**src/rtl/pid_pkg.sv**
```systemverilog
package pid_pkg;
   localparam int REG_IDX_W = 3;

   typedef enum logic [REG_IDX_W-1:0] {
      REG_EN   = 3'd0,
      REG_ST   = 3'd1,
      REG_TYP  = 3'd2,
      REG_POL  = 3'd3,
      REG_HOLD = 3'd4,
      REG_FALL = 3'd5,
      REG_RISE = 3'd6,
      REG_NONE = 3'd7
   } pid_reg_e;
endpackage

```
**src/rtl/pid_sync.sv**
```systemverilog
module pid_sync #(
   parameter int W      = 32,
   parameter int STAGES = 2
) (
   input  logic         clk,
   input  logic         rst_n,
   input  logic [W-1:0] raw_i,
   output logic [W-1:0] cur_o,
   output logic [W-1:0] prev_o
);
   if (STAGES < 2) begin : g_bad_stages
      $error("pid_sync: STAGES must be at least 2");
   end

   logic [W-1:0] chain_q [STAGES];
   logic [W-1:0] prev_q;

   always_ff @(posedge clk or negedge rst_n) begin
      if (!rst_n) begin
         for (int s = 0; s < STAGES; s++) chain_q[s] <= '0;
         prev_q <= '0;
      end else begin
         chain_q[0] <= raw_i;
         for (int s = 1; s < STAGES; s++) chain_q[s] <= chain_q[s-1];
         prev_q <= chain_q[STAGES-1];
      end
   end

   assign cur_o  = chain_q[STAGES-1];
   assign prev_o = prev_q;
endmodule

```
**src/rtl/pid_half.sv**
```systemverilog
module pid_half
   import pid_pkg::*;
#(
   parameter int W = 16
) (
   input  logic         clk,
   input  logic         rst_n,
   input  logic         wr_i,
   input  pid_reg_e     sel_i,
   input  logic [W-1:0] wdata_i,
   input  logic [W-1:0] cur_i,
   input  logic [W-1:0] prev_i,
   output logic [W-1:0] status_o,
   output logic [W-1:0] enable_o,
   output logic [W-1:0] rdata_o
);
   if (W < 1) begin : g_bad_w
      $error("pid_half: W must be positive");
   end

   logic [W-1:0] en_q, typ_q, pol_q, hold_q, fall_q, rise_q, st_q;
   logic [W-1:0] clr, ev, st_d;

   always_ff @(posedge clk or negedge rst_n) begin
      if (!rst_n) begin
         en_q   <= '0;
         typ_q  <= '0;
         pol_q  <= '0;
         hold_q <= '0;
         fall_q <= '0;
         rise_q <= '0;
      end else if (wr_i) begin
         case (sel_i)
            REG_EN:   en_q   <= wdata_i;
            REG_TYP:  typ_q  <= wdata_i;
            REG_POL:  pol_q  <= wdata_i;
            REG_HOLD: hold_q <= wdata_i;
            REG_FALL: fall_q <= wdata_i;
            REG_RISE: rise_q <= wdata_i;
            default: ;
         endcase
      end
   end

   assign clr = (wr_i && sel_i == REG_ST) ? wdata_i : '0;

   for (genvar i = 0; i < W; i++) begin : g_bit
      logic went_up, went_down, lvl_hit;
      assign went_up   = cur_i[i] & ~prev_i[i];
      assign went_down = ~cur_i[i] & prev_i[i];
      assign lvl_hit   = ~(cur_i[i] ^ pol_q[i]);
      assign ev[i]     = (went_up & rise_q[i]) | (went_down & fall_q[i]);

      always_comb begin
         if (!typ_q[i])      st_d[i] = lvl_hit;
         else if (hold_q[i]) st_d[i] = ev[i] | (st_q[i] & ~clr[i]);
         else                st_d[i] = ev[i];
      end

      assert_level_follow_R3 : assert property (@(posedge clk) disable iff (!rst_n)
         (!typ_q[i] && (cur_i[i] == pol_q[i])) |=> st_q[i]);
      assert_level_drop_R3 : assert property (@(posedge clk) disable iff (!rst_n)
         (!typ_q[i] && (cur_i[i] != pol_q[i])) |=> !st_q[i]);
      assert_hold_keep_R5 : assert property (@(posedge clk) disable iff (!rst_n)
         (typ_q[i] && hold_q[i] && st_q[i] && !clr[i]) |=> st_q[i]);
      assert_pulse_end_R6 : assert property (@(posedge clk) disable iff (!rst_n)
         (typ_q[i] && !hold_q[i] && !ev[i]) |=> !st_q[i]);
      assert_edge_wins_R7 : assert property (@(posedge clk) disable iff (!rst_n)
         (typ_q[i] && ev[i]) |=> st_q[i]);
   end

   always_ff @(posedge clk or negedge rst_n) begin
      if (!rst_n) st_q <= '0;
      else        st_q <= st_d;
   end

   always_comb begin
      case (sel_i)
         REG_EN:   rdata_o = en_q;
         REG_ST:   rdata_o = st_q;
         REG_TYP:  rdata_o = typ_q;
         REG_POL:  rdata_o = pol_q;
         REG_HOLD: rdata_o = hold_q;
         REG_FALL: rdata_o = fall_q;
         REG_RISE: rdata_o = rise_q;
         default:  rdata_o = '0;
      endcase
   end

   assign status_o = st_q;
   assign enable_o = en_q;
endmodule

```
**src/rtl/pid_prio.sv**
```systemverilog
module pid_prio #(
   parameter int N     = 32,
   parameter int IDX_W = $clog2(N)
) (
   input  logic [N-1:0]     pend_i,
   output logic [IDX_W-1:0] idx_o,
   output logic             valid_o
);
   if (N < 2) begin : g_bad_n
      $error("pid_prio: N must be at least 2");
   end

   always_comb begin
      idx_o   = '0;
      valid_o = 1'b0;
      for (int i = N - 1; i >= 0; i--) begin
         if (pend_i[i]) begin
            idx_o   = IDX_W'(i);
            valid_o = 1'b1;
         end
      end
   end
endmodule

```
**src/rtl/pin_irq_detect.sv**
```systemverilog
module pin_irq_detect
   import pid_pkg::*;
#(
   parameter int HALF_W      = 16,
   parameter int N_HALVES    = 2,
   parameter int SYNC_STAGES = 2,
   localparam int N     = HALF_W * N_HALVES,
   localparam int IDX_W = $clog2(N),
   localparam int HSW   = (N_HALVES > 1) ? $clog2(N_HALVES) : 1,
   localparam int AW    = REG_IDX_W + HSW
) (
   input  logic              clk,
   input  logic              rst_n,
   input  logic [N-1:0]      pins_i,
   input  logic              bus_we_i,
   input  logic [AW-1:0]     bus_addr_i,
   input  logic [HALF_W-1:0] bus_wdata_i,
   output logic [HALF_W-1:0] bus_rdata_o,
   output logic              irq_o,
   output logic [IDX_W-1:0]  pend_idx_o,
   output logic              pend_valid_o
);
   if (HALF_W < 1 || N_HALVES < 1 || N < 2) begin : g_bad_geom
      $error("pin_irq_detect: bad geometry parameters");
   end

   logic [N-1:0]      cur, prev, st_all, en_all, pend_vec;
   logic [HSW-1:0]    half_sel;
   pid_reg_e          reg_sel;
   logic [HALF_W-1:0] rd_arr [2**HSW];

   assign half_sel = bus_addr_i[AW-1:REG_IDX_W];
   assign reg_sel  = pid_reg_e'(bus_addr_i[REG_IDX_W-1:0]);

   pid_sync #(.W(N), .STAGES(SYNC_STAGES)) sync_i (
      .clk(clk), .rst_n(rst_n), .raw_i(pins_i), .cur_o(cur), .prev_o(prev)
   );

   for (genvar h = 0; h < 2**HSW; h++) begin : g_half
      if (h < N_HALVES) begin : g_real
         pid_half #(.W(HALF_W)) half_i (
            .clk      (clk),
            .rst_n    (rst_n),
            .wr_i     (bus_we_i && (half_sel == HSW'(h))),
            .sel_i    (reg_sel),
            .wdata_i  (bus_wdata_i),
            .cur_i    (cur[h*HALF_W +: HALF_W]),
            .prev_i   (prev[h*HALF_W +: HALF_W]),
            .status_o (st_all[h*HALF_W +: HALF_W]),
            .enable_o (en_all[h*HALF_W +: HALF_W]),
            .rdata_o  (rd_arr[h])
         );
      end else begin : g_empty
         assign rd_arr[h] = '0;
      end
   end

   assign bus_rdata_o = rd_arr[half_sel];
   assign pend_vec    = st_all & en_all;
   assign irq_o       = |pend_vec;

   pid_prio #(.N(N), .IDX_W(IDX_W)) prio_i (
      .pend_i(pend_vec), .idx_o(pend_idx_o), .valid_o(pend_valid_o)
   );

   logic [N-1:0] below_mask;
   assign below_mask = (N'(1) << pend_idx_o) - N'(1);

   assert_irq_valid_R8 : assert property (@(posedge clk) disable iff (!rst_n)
      irq_o == pend_valid_o);
   assert_idx_set_R9 : assert property (@(posedge clk) disable iff (!rst_n)
      pend_valid_o |-> pend_vec[pend_idx_o]);
   assert_idx_lowest_R9 : assert property (@(posedge clk) disable iff (!rst_n)
      pend_valid_o |-> ((pend_vec & below_mask) == '0));

   always @(posedge clk) begin
      if (!rst_n) assert_reset_quiet_R1 : assert (!irq_o && !pend_valid_o);
   end
endmodule

```
**config.mk**
```make
export PLATFORM = sky130hd
export DESIGN_NAME = pin_irq_detect
export DESIGN_NICKNAME = d
export VERILOG_FILES = /design/src/rtl/pid_pkg.sv /design/src/rtl/pid_sync.sv /design/src/rtl/pid_half.sv /design/src/rtl/pid_prio.sv /design/src/rtl/pin_irq_detect.sv
export SDC_FILE = /design/constraint.sdc
export NUM_CORES = 1
export LEC_CHECK = 0
export CORE_ASPECT_RATIO = 1.1
export CORE_MARGIN = 8
export CORE_UTILIZATION = 60
export CTS_CLUSTER_SIZE = 28
export DETAILED_ROUTE_END_ITERATION = 8
export PLACE_DENSITY = 0.77
export SLEW_MARGIN = 20
export SYNTH_ARGS = -nofsm -noshare
export SYNTH_HDL_FRONTEND = slang
export SYNTH_SLANG_ARGS = --single-unit
```
**constraint.sdc**
```tcl
create_clock -name clk -period 3 [get_ports clk]
set_input_delay 0.3 -clock clk [delete_from_list [all_inputs] [get_ports clk]]
set_output_delay 0.3 -clock clk [all_outputs]
set_load 0.1 [all_outputs]
```
Yosys cells after proc, flatten, opt, wreduce, memory -nomap -nowiden --
Cells that the tools add are included.
Word-level totals: bits in registers 320, bits in latches 0, bits in writable memories 0, bits in read-only memories 0, output and inout bits 23, memories kept 0
Cells by class: $add $sub $neg 0, $mul 0, div/mod/pow operators 0, $lt $le $gt $ge 1, equal/unequal tests 6, shift-type cells 0, muxes and demuxes 135, bitwise gates (word level) 387, reductions and logical operators 18
Operators with widths (count):
- one-hot mux 16 bit (7 select lines) | 2
- AND 1 bit | 160
- two-way mux 5 bit | 32
- NOT 1 bit | 129
- two-way mux 1 bit | 96
- two-way mux 16 bit | 5
- OR 1 bit | 64
- AND 32 bit | 1
- OR reduction 32 bit | 1
- XOR 1 bit | 32
- AND reduction 2 bit | 12
- == test 3 bit, second input constant | 3
- == test 3 x 2 -> 1 bit, second input constant | 2
- logical AND 1 bit | 4
- == test 3 x 1 -> 1 bit, second input constant | 1
- logical NOT 3 bit | 1
- >= comparator 2 bit, second input constant | 1
- NOT 1 -> 2 bit | 1

Depth between registers and ports, before layout --
word-level depth 33, depth in mapped cells 8, mapped depth without buffers 5

By module --
Synthesis repeated with hierarchy kept, for this count alone.
Second synthesis, totals: cell total of the unflattened synthesis 1170, area, all modules 14919.3 um^2
By module, submodules not included:
- pid_half | times used 2, cells each 456, area an instance 5704.2 um^2
- pid_sync | times used 1, cells each 128, area an instance 2642.5 um^2
- pin_irq_detect | times used 1, cells each 65, area an instance 498.0 um^2
- pid_prio | times used 1, cells each 65, area an instance 370.4 um^2

Least setup slack after synthesis --
No wires, ideal clock.
path kind flip-flop to output port, from register g_half[0].g_real.half_i.en_q[6], to output port pend_idx_o[4], arrival 3.896 ns, data required time 2.700 ns, slack -1.196 ns, stages on the path, launching flop included 6, cell sequence dfrtp_1 -> and2_1 -> a21o_1 -> nor2_1 -> nand2_1 -> nor4_1
On the way: longest elaborated chain between the ends 8
RTL lines:
- from (decl) | RTL line pid_half.sv:21 | logic [W-1:0] en_q, typ_q, pol_q, hold_q, fall_q, rise_q, st_q;
- from (signal assigned) | RTL line pid_half.sv:34 | REG_EN: en_q <= wdata_i;
- AND 32 bit | RTL line pin_irq_detect.sv:59 | assign pend_vec = st_all & en_all;
- two-way mux 5 bit (7 in a row) | RTL line pid_prio.sv:17 | if (pend_i[i]) begin
- to (decl) | RTL line pin_irq_detect.sv:20 | output logic [IDX_W-1:0] pend_idx_o,
No other way between the ends.

Worst setup path in the final report --
from register g_half[1].g_real.half_i.st_q[11], to output port pend_idx_o[0]
On the way: longest elaborated chain between the ends 29
RTL lines:
- from (decl) | RTL line pid_half.sv:21
- from (signal assigned) | RTL line pid_half.sv:74 | else st_q <= st_d;
- AND 32 bit | RTL line pin_irq_detect.sv:59
- two-way mux 5 bit (28 in a row) | RTL line pid_prio.sv:17
No other way between the ends.

==> summary.md <==
| Metric | Value |
|---|---|
| Filler Cell Count | 1648 |
| R2R Path Start | sync_i.cur_o[7] |
| DRT iter0 DRCs | 846 |
| Comb pwr share | 24.2% |
| Slew at the pin closest to its max-slew limit | 756 ps |
| Kind of critical path | reg -> out |
| Row count | 59 |
| Sw frac | 32.2% |
| Final hold slack | 218 ps |
| TNS Setup | 0 ps |
| # nets final | 1346 |
| Crit start category | flop |
| F_max | 352 MHz |
| WP data arrival | 2540 ps |
| Post-route total power | 13600 uW |
| Vias in the first global route | 10400 |
| Final min period | 2840 ps |
| Fin crit share | 94.7% |
| Skew final | 21.3 ps |
| Total number of vias | 10200 |
| Ys async rst share | 100% |
| Core Area | 23700 um^2 |
| Initial antenna violation count | 0 |
| CP startpoint | g_half[1].g_real.half_i.status_o[11] |
| EDFF count, synth | 0 |
| Largest net degree at the start of global routing | 92 |
| Primary FF master, synth | dfrtp_1 |
| Critical Path Fanout Max | 5 |
| Met2 routed WL | 17600 um |
| RSZ-0062 raised after global routing | false |
| Switch Pwr | 4390 uW |
| Hold WC Path Type | in -> reg |
| Post-cts gate resize count | 0 |
| Avg Inst Size Synth | 12.2 um^2 |
| Maximum VDD drop | 0.517 mV |
| Max Cap Violations | 0 |
| Internal Power | 9250 uW |
| Routed Wire Length | 37700 um |
| Total track usage | 26.0% |
| Height of the die | 179 um |
| Post-Layout Inst Area | 17200 um^2 |
| First-pass GRT wire length | 59000 um |
| Sequential Power Share | 43.7% |
| Initial core utilization | 61.0% |
| Power Density | 796 nW/um^2 |
| CTS sink count | 320 |
| Chip Width | 164 um |
| Hold Vio Cnt, Final | 0 |
| Worst slew margin | 49.6% |
| Leakage | 0.00734 uW |
| Syn_nets | 1244 |
| IO Count | 78 |
| Highest metal used | met4 |
| Clock root buffer | clkbuf_16 |
| Mapped Cells | 1189 |
| Final slew viol count | 0 |
| Area Overhead vs Synth | 18.6% |
| Clock Path Buffers | 3 |
| Fraction of layout cells with a size suffix above 1 | 29.8% |
| Library cells used by synthesis | 53 |
| Worst Setup End Kind | output pin |
| Post-synthesis register bit count | 320 |
| Cell Area, Synth | 14500 um^2 |
| # H-tree levels | 2 |
| Antenna Nets Post-Route | 0 |
| Post-synthesis sequential area ratio | 55.4% |
| Clk slew on worst S/H paths | 60 ps |
| CTS buffer count | 35 |
| Port Buffer Count | 77 |
| Clock network fraction of total power | 32.1% |
| Via/cell ratio | 6.30 |
| Final setup violation count | 0 |
| Fin util | 72.4% |
| GP Congestion | 0.905 |
| HP Start | pins_i[30] |
| Outcome | finished clean |
| Detailed Routing Iterations Pass 1 | 7 |
| WL met3 | 2540 um |
| CP Data Required Time | 2700 ps |
| Placed Area | 16000 um^2 |
| Per-cell routed wire length | 23.3 um |
| YS warnings | 0 |
| CTS tree | yes |
| DP HPWL | 25000 um |
| Metal-1 WL | 16100 um |
| Drt drc | 0 |
| Worst skew pair latency | 520 ps |
| DIE AREA | 29300 um^2 |
| Grt ovf | 0 |
| ANT cells | 0 |
[power by group through the flow]
stage / Clock [uW] / Sequential, uW / Combinational [uW]
2_1_floorplan: 0 / 5720 / 2430
3_3_place_gp: 0 / 5970 / 3170
3_5_place_dp: 0 / 6000 / 3270
4_1_cts: 4420 / 5940 / 3300
5_1_grt: 4600 / 6070 / 3540
6_report: 4370 / 5970 / 3300
[critical path, cell delays in order, from the launching register on]
cell and delay [ps]:
dfrtp_1 450, a22o_1 220, a31oi_1 210, o2111ai_1 210, a2111oi_0 510, nor2_1 170, buf_4 270
[Yosys cell counts, types with 20 or more instances]
| cell type | n | share of area [%] |
|---|---|---|
| xor2_1 | 30 | 1.8 |
| buf_4 | 20 | 1.0 |
| a21oi_1 | 66 | 2.3 |
| a22oi_1 | 32 | 1.7 |
| nor2_1 | 30 | 0.78 |
| mux2_2 | 217 | 17 |
| nand3b_1 | 34 | 1.8 |
| clkbuf_1 | 25 | 0.65 |
| nand2_1 | 122 | 3.2 |
| mux2i_1 | 32 | 2.2 |
| o21ai_0 | 107 | 3.7 |
| dfrtp_1 | 320 | 55 |
[cells in the final DEF (no fill, tap or decap), drive strengths merged, types with 6 or more instances in the layout]
cell type,n
nand3,13
o21ai,110
o221ai,7
dfrtp,320
clkinv,9
mux4,6
mux2,217
a22o,6
nand3b,34
clkdlybuf4s50,49
xor2,30
buf,80
o211ai,6
clkbuf,50
a21oi,66
mux2i,32
a31oi,11
a22oi,32
nor2,37
nand2,125
[worst paths after layout]
check | endpoint | slack (ps) | cells after the start
setup / recovery | pend_idx_o[0] | 160 | 6
hold / removal | sync_i.chain_q[62] | 220 | 1
setup reg to reg | g_half[0].g_real.half_i.status_o[7] | 1940 | 4
hold reg to reg | sync_i.cur_o[11] | 340 | 0
max in group asynchronous | g_half[0].g_real.half_i.status_o[9] | 1700 | 3
min in group asynchronous | g_half[1].g_real.half_i.pol_q[9] | 430 | 2
[sequential cells by signal, summed over array words and instances (netlist names)]
| signal | cells |
|---|---|
| g_half.g_real.half_i.rise_q | 32 |
| sync_i.prev_o | 32 |
| g_half.g_real.half_i.typ_q | 32 |
| g_half.g_real.half_i.enable_o | 32 |
| g_half.g_real.half_i.pol_q | 32 |
| sync_i.cur_o | 32 |
| g_half.g_real.half_i.fall_q | 32 |
| sync_i.chain_q | 32 |
| g_half.g_real.half_i.status_o | 32 |
| g_half.g_real.half_i.hold_q | 32 |
[area by class of cell]
cell class	count	area, um^2	area share, %
clock buffer	50	1030	6.03
tap	305	382	2.22
sequential	320	8010	46.7
clock inverter	13	158	0.919
multi-input combinational	802	6150	35.9
timing repair buffer	130	1410	8.24
inverter	2	7.51	0.0438
[per-layer routing]
metal | global-route usage, % | up-vias
met5 | 0 | -
met4 | 11.3 | 0
met3 | 4.39 | 108
met2 | 41.0 | 407
met1 | 35.3 | 5183
li1 | - | 4528
[timing repair]
action | CTS | global route
buffers inserted | 0 | 0
endpoints found under the hold margin | 85 | 0
hold buffers | 1 | 0
[kinds of logic after synthesis]
kind of cell / synth area share [%]
compound gates: 11.8
xor+xnor: 1.94
buf+inv: 2.56
flops: 55.4
mux: 20.1
simple gates: 8.30
[per-stage QoR]
stage,std cells,setup slack (ps)
floorplan,1189,-24.8
global placement,1558,392
detailed placement,1558,440
CTS,1622,205
global route,1622,18.4
finish,1622,160
Note: power is estimated with default switching activity, not from simulation.
